--- src/rtl/isr_status_pkg.sv ---
package isr_status_pkg;

    localparam int unsigned LEVEL_CODE_W = 2;

    typedef enum logic [LEVEL_CODE_W-1:0] {
        LVL_LOW   = 2'd0,
        LVL_HIGH  = 2'd1,
        LVL_PFAIL = 2'd2,
        LVL_RSVD  = 2'd3
    } isr_level_e;

    typedef struct packed {
        logic busy;
    } chan_state_t;

endpackage

--- src/rtl/isr_level_tracker.sv ---
module isr_level_tracker #(
    parameter int unsigned NUM_LEVELS = 3,
    parameter int unsigned CODE_W     = 2
) (
    input  logic                  clk,
    input  logic                  rst_n,
    input  logic                  ack_valid,
    input  logic [CODE_W-1:0]     ack_level,
    input  logic                  ret_pulse,
    output logic [NUM_LEVELS-1:0] inserv,
    output logic                  nest_err
);

    typedef struct packed {
        logic [NUM_LEVELS-1:0] inserv;
        logic                  err;
    } trk_state_t;

    trk_state_t state_d, state_q;
    logic [NUM_LEVELS-1:0] after_ret;
    logic                  blocked;
    logic                  code_bad;

    always_comb begin
        logic found;
        state_d      = state_q;
        state_d.err  = 1'b0;
        after_ret    = state_q.inserv;
        found        = 1'b0;
        // return: drop the highest open level only
        if (ret_pulse) begin
            for (int i = NUM_LEVELS - 1; i >= 0; i--) begin
                if (!found && after_ret[i]) begin
                    after_ret[i] = 1'b0;
                    found        = 1'b1;
                end
            end
        end
        code_bad = (32'(ack_level) >= NUM_LEVELS);
        blocked  = 1'b0;
        for (int j = 0; j < NUM_LEVELS; j++) begin
            if (32'(j) >= 32'(ack_level) && after_ret[j]) begin
                blocked = 1'b1;
            end
        end
        state_d.inserv = after_ret;
        if (ack_valid) begin
            if (code_bad || blocked) begin
                state_d.err = 1'b1;
            end else begin
                state_d.inserv[ack_level] = 1'b1;
            end
        end
    end

    always_ff @(posedge clk) begin
        if (!rst_n) begin
            state_q <= '0;
        end else begin
            state_q <= state_d;
        end
    end

    assign inserv   = state_q.inserv;
    assign nest_err = state_q.err;

    AST_RET_DROPS_TOP: assert property (@(posedge clk) disable iff (!rst_n)
        (ret_pulse && !ack_valid && state_q.inserv[NUM_LEVELS-1]) |=> !inserv[NUM_LEVELS-1]);

    AST_RET_KEEPS_LOWER: assert property (@(posedge clk) disable iff (!rst_n)
        (ret_pulse && !ack_valid && state_q.inserv[NUM_LEVELS-1]) |=>
        inserv[NUM_LEVELS-2:0] == $past(state_q.inserv[NUM_LEVELS-2:0]));

    AST_BAD_CODE_FLAGS: assert property (@(posedge clk) disable iff (!rst_n)
        (ack_valid && !ret_pulse && 32'(ack_level) >= NUM_LEVELS) |=> (nest_err && $stable(inserv)));

    AST_ERR_ONE_CYCLE: assert property (@(posedge clk) disable iff (!rst_n)
        (nest_err && !ack_valid) |=> !nest_err);

    AST_ACK_LOW_SETS: assert property (@(posedge clk) disable iff (!rst_n)
        (ack_valid && !ret_pulse && ack_level == '0 && inserv == '0) |=> inserv[0]);

endmodule

--- src/rtl/isr_serial_channel.sv ---
module isr_serial_channel (
    input  logic clk,
    input  logic rst_n,
    input  logic tx_start,
    input  logic tx_done,
    input  logic rx_start,
    input  logic rx_done,
    output logic tx_busy,
    output logic rx_busy
);
    import isr_status_pkg::*;

    chan_state_t tx_d, tx_q, rx_d, rx_q;

    always_comb begin
        tx_d = tx_q;
        rx_d = rx_q;
        // start wins over done: back-to-back frames
        if (tx_done)  tx_d.busy = 1'b0;
        if (tx_start) tx_d.busy = 1'b1;
        if (rx_done)  rx_d.busy = 1'b0;
        if (rx_start) rx_d.busy = 1'b1;
    end

    always_ff @(posedge clk) begin
        if (!rst_n) begin
            tx_q <= '0;
            rx_q <= '0;
        end else begin
            tx_q <= tx_d;
            rx_q <= rx_d;
        end
    end

    assign tx_busy = tx_q.busy;
    assign rx_busy = rx_q.busy;

    AST_TX_START_SETS: assert property (@(posedge clk) disable iff (!rst_n)
        tx_start |=> tx_busy);

    AST_TX_DONE_CLEARS: assert property (@(posedge clk) disable iff (!rst_n)
        (tx_done && !tx_start) |=> !tx_busy);

    AST_TX_IDLE_HOLDS: assert property (@(posedge clk) disable iff (!rst_n)
        (!tx_done && !tx_start) |=> $stable(tx_busy));

    AST_RX_START_SETS: assert property (@(posedge clk) disable iff (!rst_n)
        rx_start |=> rx_busy);

    AST_RX_DONE_CLEARS: assert property (@(posedge clk) disable iff (!rst_n)
        (rx_done && !rx_start) |=> !rx_busy);

endmodule

--- src/rtl/isr_status_top.sv ---
module isr_status_top #(
    parameter int unsigned NUM_LEVELS = 3,
    parameter int unsigned NUM_PORTS  = 2,
    localparam int unsigned CODE_W    = isr_status_pkg::LEVEL_CODE_W,
    localparam int unsigned ACT_W     = 2 * NUM_PORTS,
    localparam int unsigned STAT_W    = NUM_LEVELS + 1 + ACT_W
) (
    input  logic                 clk,
    input  logic                 rst_n,
    input  logic                 ack_valid,
    input  logic [CODE_W-1:0]    ack_level,
    input  logic                 ret_pulse,
    input  logic [NUM_PORTS-1:0] tx_start,
    input  logic [NUM_PORTS-1:0] rx_start,
    input  logic [NUM_PORTS-1:0] tx_done,
    input  logic [NUM_PORTS-1:0] rx_done,
    output logic [STAT_W-1:0]    status,
    output logic                 div_inhibit,
    output logic                 nest_err
);

    logic [NUM_LEVELS-1:0] inserv;
    logic [ACT_W-1:0]      activity;

    isr_level_tracker #(
        .NUM_LEVELS (NUM_LEVELS),
        .CODE_W     (CODE_W)
    ) u_track (
        .clk       (clk),
        .rst_n     (rst_n),
        .ack_valid (ack_valid),
        .ack_level (ack_level),
        .ret_pulse (ret_pulse),
        .inserv    (inserv),
        .nest_err  (nest_err)
    );

    for (genvar p = 0; p < NUM_PORTS; p++) begin : g_port
        isr_serial_channel u_chan (
            .clk      (clk),
            .rst_n    (rst_n),
            .tx_start (tx_start[p]),
            .tx_done  (tx_done[p]),
            .rx_start (rx_start[p]),
            .rx_done  (rx_done[p]),
            .tx_busy  (activity[2*p+1]),
            .rx_busy  (activity[2*p])
        );
    end

    assign status      = {inserv, 1'b0, activity};
    assign div_inhibit = |activity;

    AST_INHIBIT_CAUSE: assert property (@(posedge clk) disable iff (!rst_n)
        $rose(div_inhibit) |-> $past(|(tx_start | rx_start)));

    AST_RESERVED_ZERO: assert property (@(posedge clk) disable iff (!rst_n)
        !status[ACT_W]);

endmodule

--- config.mk ---
export PLATFORM = sky130hd
export DESIGN_NAME = isr_status_top
export DESIGN_NICKNAME = d
export VERILOG_FILES = /design/src/rtl/isr_status_pkg.sv /design/src/rtl/isr_level_tracker.sv /design/src/rtl/isr_serial_channel.sv /design/src/rtl/isr_status_top.sv
export SDC_FILE = /design/constraint.sdc
export NUM_CORES = 1
export LEC_CHECK = 0
export BUFFER_PORTS_ARGS = -buffer_cell sky130_fd_sc_hd__buf_2
export CAP_MARGIN = 5
export CORE_AREA = 2 2 39 41
export CTS_BUF_LIST = sky130_fd_sc_hd__clkbuf_8
export CTS_CLUSTER_DIAMETER = 150
export DETAILED_ROUTE_END_ITERATION = 8
export DIE_AREA = 0 0 41 43
export PLACE_DENSITY = 0.58
export SLEW_MARGIN = 15
export SYNTH_ARGS = -nofsm -noshare
export SYNTH_HDL_FRONTEND = slang
export SYNTH_SLANG_ARGS = --single-unit
--- constraint.sdc ---
create_clock -name clk -period 2.9 [get_ports clk]
set_clock_uncertainty 0.1 [all_clocks]
set_input_delay 0 -clock clk [delete_from_list [all_inputs] [get_ports clk]]
set_output_delay 0 -clock clk [all_outputs]
set_load 0.03 [all_outputs]
# After elaboration in Yosys (flattened, before gate mapping)
# Index checks and enable logic that the tools add are counted.
# totals
elab_cells	51
output_inout_bits	10
in_bits	14
reg_bits	8
# classes
bitwise	1
reduce_logical	15
muxes	23
n_lt_le_gt_ge	6
# ops
operator	count
$mux W1	19
$reduce_bool A2 Y1	4
$logic_and A1 B1 Y1	6
$mux W3	2
$ge A1 B2 Y1 const A	2
$mux W4	1
$reduce_or A4 Y1	1
$lt A2 B3 Y1 const B	1
$or A3 B3 Y3	1
$demux W1 S2	1
$ge A2 B1 Y1 const B	1
$ge A2 B2 Y1 const A	1
$ge A2 B2 Y1 const B	1
$logic_not A1 Y1	2
$reduce_and A2 Y1	1
$logic_or A1 B1 Y1	1

# Logic depth before layout (Yosys ltp)
# logic_depth
ltp_word	17
depth_mapped	3
depth_no_buf	3

# Modules after synthesis
# A second synthesis with hierarchy kept.
# unflattened
hier_cells	41
area_unflattened_um2	425.4
# by_module_without_submodules
module	area_each_um2	seq_area_each_um2	cells_per_inst	instances
isr_level_tracker	241.5	80.1	26	1
isr_serial_channel	82.6	40.0	6	2
isr_status_top	18.8	0.0	3	1

# Worst setup path before layout
# OpenSTA, ideal clock, no wires.
# synth_timing
path_type	register -> register
from	reg u_track.state_q (netlist bit u_track.inserv[2])
to	reg u_track.state_q (netlist bit u_track.inserv[0])
required_ps	2684
arrival_ps	1094
setup_ps	116
path_buffers	0
path_stages_with_launch	4
period_less_slack_ps	1310
slack_ps	1590
cell_sequence	dfxtp_1 -> nand2b_4 -> o311a_1 -> a41o_1
# synth_between
elab_chain_cells	17
elab_cells_between_ends	21
classes_between	mux: 12; bitwise: 1; reduce/logical: 8
# synth_lines
element	line_no	text
from (decl)	isr_level_tracker.sv:19	trk_state_t state_d, state_q;
from (signal assigned)	isr_level_tracker.sv:60	state_q <= state_d;
$mux W1	isr_level_tracker.sv:33	if (!found && after_ret[i]) begin
$mux W1	isr_level_tracker.sv:31	if (ret_pulse) begin
$logic_not A1 Y1	isr_level_tracker.sv:33	
$logic_and A1 B1 Y1	isr_level_tracker.sv:33	
$mux W1	isr_level_tracker.sv:33	
$mux W1	isr_level_tracker.sv:31	
$logic_not A1 Y1	isr_level_tracker.sv:33	
$logic_and A1 B1 Y1	isr_level_tracker.sv:33	
$mux W1	isr_level_tracker.sv:33	
$mux W3 (*)	isr_level_tracker.sv:31	
$logic_and A1 B1 Y1	isr_level_tracker.sv:42	if (32'(j) >= 32'(ack_level) && after_ret[j]) begin
$mux W1 (3 in series)	isr_level_tracker.sv:42	
$logic_or A1 B1 Y1	isr_level_tracker.sv:48	if (code_bad || blocked) begin
$mux W3	isr_level_tracker.sv:48	
$mux W4 (*)	isr_level_tracker.sv:47	if (ack_valid) begin
# Mark *: on every way between the ends. The rest lies on a longest branch, timed or not. The select of a mux whose other input is x is not followed.
# A chain may end at the register's enable or synchronous reset.

# Worst setup path in the final report
# layout_timing
from	reg u_track.state_q (netlist bit u_track.inserv[2])
to	reg u_track.state_q (netlist bit u_track.nest_err)
# layout_between
elab_chain_cells	16
elab_cells_between_ends	19
classes_between	mux: 11; reduce/logical: 8
# layout_lines
element	line_no
$mux W1	isr_level_tracker.sv:33
$mux W1	isr_level_tracker.sv:31
$logic_not A1 Y1	isr_level_tracker.sv:33
$logic_and A1 B1 Y1	isr_level_tracker.sv:33
$mux W1	isr_level_tracker.sv:33
$mux W1	isr_level_tracker.sv:31
$logic_not A1 Y1	isr_level_tracker.sv:33
$logic_and A1 B1 Y1	isr_level_tracker.sv:33
$mux W1	isr_level_tracker.sv:33
$mux W3 (*)	isr_level_tracker.sv:31
$logic_and A1 B1 Y1	isr_level_tracker.sv:42
$mux W1 (2 in series)	isr_level_tracker.sv:42
$mux W1 (*)	isr_level_tracker.sv:42
$logic_or A1 B1 Y1 (*)	isr_level_tracker.sv:48
$mux W1 (*)	isr_level_tracker.sv:48
# Marks and branches as above.

==> results.sh <==
export IMPL_vdd_drop_max_uv=172
export IMPL_library_cell_occupying_the_most_area_in_the_post_synthesis_netlist="dfxtp_1"
export IMPL_crit_path_top_delay_cell="dlygate4sd3_1"
export IMPL_finalMaxSlewViolations=0
export IMPL_initial_core_utilization=0.289
export IMPL_via_per_inst=4.54
export IMPL_timing_critical_path_fanout_max=4
export IMPL_final_hold_violation_count=0
export IMPL_first_global_vias=359
export IMPL_cts_made_buffers=3
export IMPL_clk_pin_slew_worst_setup_hold_paths_ps=40
export IMPL_synthDominantCellAreaShare=0.400
export IMPL_total_via_count_in_the_routed_design=404
export IMPL_worstPathRequired_ps=2910
export IMPL_clockBufferDepth=2
export IMPL_postSynthNetCount=56
export IMPL_min_period_over_period=0.547
export IMPL_placement_setup_worst_slack_ps=1690
export IMPL_htreeDepth=1
export IMPL_final_antenna_net_count=0
export IMPL_worstPathCellList="and2b_1, a221oi_1, o41ai_1, dlygate4sd3_1"
export IMPL_cp_data_arrival_time_ps=1590
export IMPL_place_port_buffers=22
export IMPL_mappedNetlistArea_sq_um=400
export IMPL_die_area_sq_um=1760
export IMPL_post_cts_resized=0
export IMPL_core_area_sq_um=1380
export IMPL_period_needed_ps=1590
export IMPL_outcome="finished clean"
export IMPL_postSynthRegisterBits=8
export IMPL_finalNetCount=89
export IMPL_start_kind="flop"
export IMPL_powerDensity_nw_per_um2=482
export IMPL_max_cap_viols=0
export IMPL_min_delay_path_class="input pin to flop"
export IMPL_fillerInstances=128
export IMPL_area_growth_pct=62.2
export IMPL_antenna_cells_inserted=0
export IMPL_synth_area_per_cell_sq_um=9.53
export IMPL_yosysUniqueCellTypes=23
export IMPL_clock_root_buffer="clkbuf_8"
export IMPL_clock_latency_of_the_later_clocked_register_in_the_worst_skew_pair_ps=220
export IMPL_grt_overall_usage=0.106
export IMPL_floorplan_rows=14
export IMPL_fmax_mhz=630
export IMPL_final_common_cell="buf_2"
export IMPL_netlist_top_cells_area="dfxtp_1 40%, buf_4 9.4%, nor2b_1 7.8%"
export IMPL_dpl_instance_area_sq_um=488
export IMPL_timing_critical_path_to_type="flop"
export IMPL_grt_antenna_before_repair=0
export IMPL_totalNegativeSetupSlack_ps=0
export IMPL_timing_critical_path_slowest_cell_delay_ps=550
export IMPL_design_area_sq_um=649
export IMPL_cts_post_setup_buffers_inserted=0
export IMPL_final_setup_viol_count=0
export IMPL_gpl_final_weighted_congestion=0.694
export IMPL_dieWidth_um=41
export IMPL_die_height_um=43
export IMPL_drt_iter0_markers=2
export IMPL_cts_hold_buffers_added=12
export IMPL_postLayoutSetupSlackWorst_ps=1310
export IMPL_proportion_of_synthesized_chip_area_in_sequential_cells=0.400
export IMPL_pin_count=24
export IMPL_wirelength_routed_um=874
export IMPL_pin_count_of_the_biggest_net_entering_global_routing=11
export IMPL_clock_sink_count=8
export IMPL_drt_first_pass_iters=2
export IMPL_drc=0
export IMPL_final_cell_mix="22 x buf_2, 12 x dlygate4sd3_1, 8 x dfxtp_1, 5 x nor2b_1, 4 x o21a_1"
export IMPL_synth_warning_count=0
export IMPL_drive_gt1_frac=0.370
export IMPL_grt_overflow=0
export IMPL_critPathKind="flop to flop"
export IMPL_routed_wire_length_per_instance_um=9.82
export IMPL_grt_pass1_wl_um=1240
export IMPL_grt_setup_unrepaired="no"
export IMPL_postSynthCellCount=42
export IMPL_power_leakage_uw=0.000314
export IMPL_cts_tree="built"
where the power goes:
group	switching (uW)	leakage [uW]	internal, uW
registers	3.52	0.0000661	116
logic	32.7	0.000226	31.5
clock network	39.3	0.0000216	89.5
worst max-delay path, delay by kind of cell, from the launching register on:
family          cells  cell delay, ps
buf+inv             1             550
flops               1             320
compound gates      2             320
simple gates        1             180
layout make-up:
class,instances,area (sq um),share of cell area
inverters,1,3.75,0.00578
clock buffers,3,41.3,0.0636
well taps,16,20.0,0.0308
flip-flops and latches,8,160,0.247
repair buffers,34,230,0.355
multi-input cells,27,194,0.299
layer usage:
layer | track usage | wire length, um | share of wire
met2 | 0.169 | 396 | 0.45
met1 | 0.117 | 398 | 0.46
met3 | 0.0314 | 79 | 0.090
met4 | 0.0600 | 0 | 0
met5 | 0 | 0 | 0
cells by family (layout without fill, tap and decap cells):
kind of cell | after synthesis | after routing | synth area share
simple gates | 14 | 14 | 0.244
compound gates | 12 | 12 | 0.231
flops | 8 | 8 | 0.400
buf+inv | 7 | 38 | 0.116
other cells | 1 | 1 | 0.00937
synthesized netlist by cell type (all sizes together):
cell type  count
o21ai          1
nand2b         2
o2111ai        1
o311a          1
and2b          1
nor3b          1
nand2          2
a41o           1
or4            1
dfxtp          8
o41ai          1
a221oi         1
nor2b          5
conb           1
nand3b         1
a31oi          1
a21oi          1
inv            1
nor2           1
o21a           4
buf            6
through the flow:
step / power (uW) / hold WS [ps] / util / std cells
2_1_floorplan: 160 / 4.77 / - / 42
3_3_place_gp: 173 / 114 / 0.353 / 74
3_5_place_dp: 174 / 115 / 0.353 / 74
4_1_cts: 317 / 22.5 / 0.469 / 89
5_1_grt: 328 / 59.9 / 0.469 / 89
6_report: 313 / 25.2 / 0.469 / 89
registers in the layout (all words and copies together), names as in the netlist:
register and count:
u_track.inserv 3, g_port.u_chan.rx_busy 2, u_track.nest_err 1, g_port.u_chan.tx_busy 2
path summary, 6_finish.rpt:
kind / startpoint / depth (start not counted) / end / slack, ps
min: rst_n / 3 / u_track.inserv[1] / 30
max reg2reg: u_track.inserv[2] / 4 / u_track.nest_err / 1310
min reg2reg: u_track.inserv[1] / 2 / u_track.inserv[1] / 450
max: u_track.inserv[2] / 4 / u_track.nest_err / 1310
Note: power is estimated with default switching activity, not from simulation.
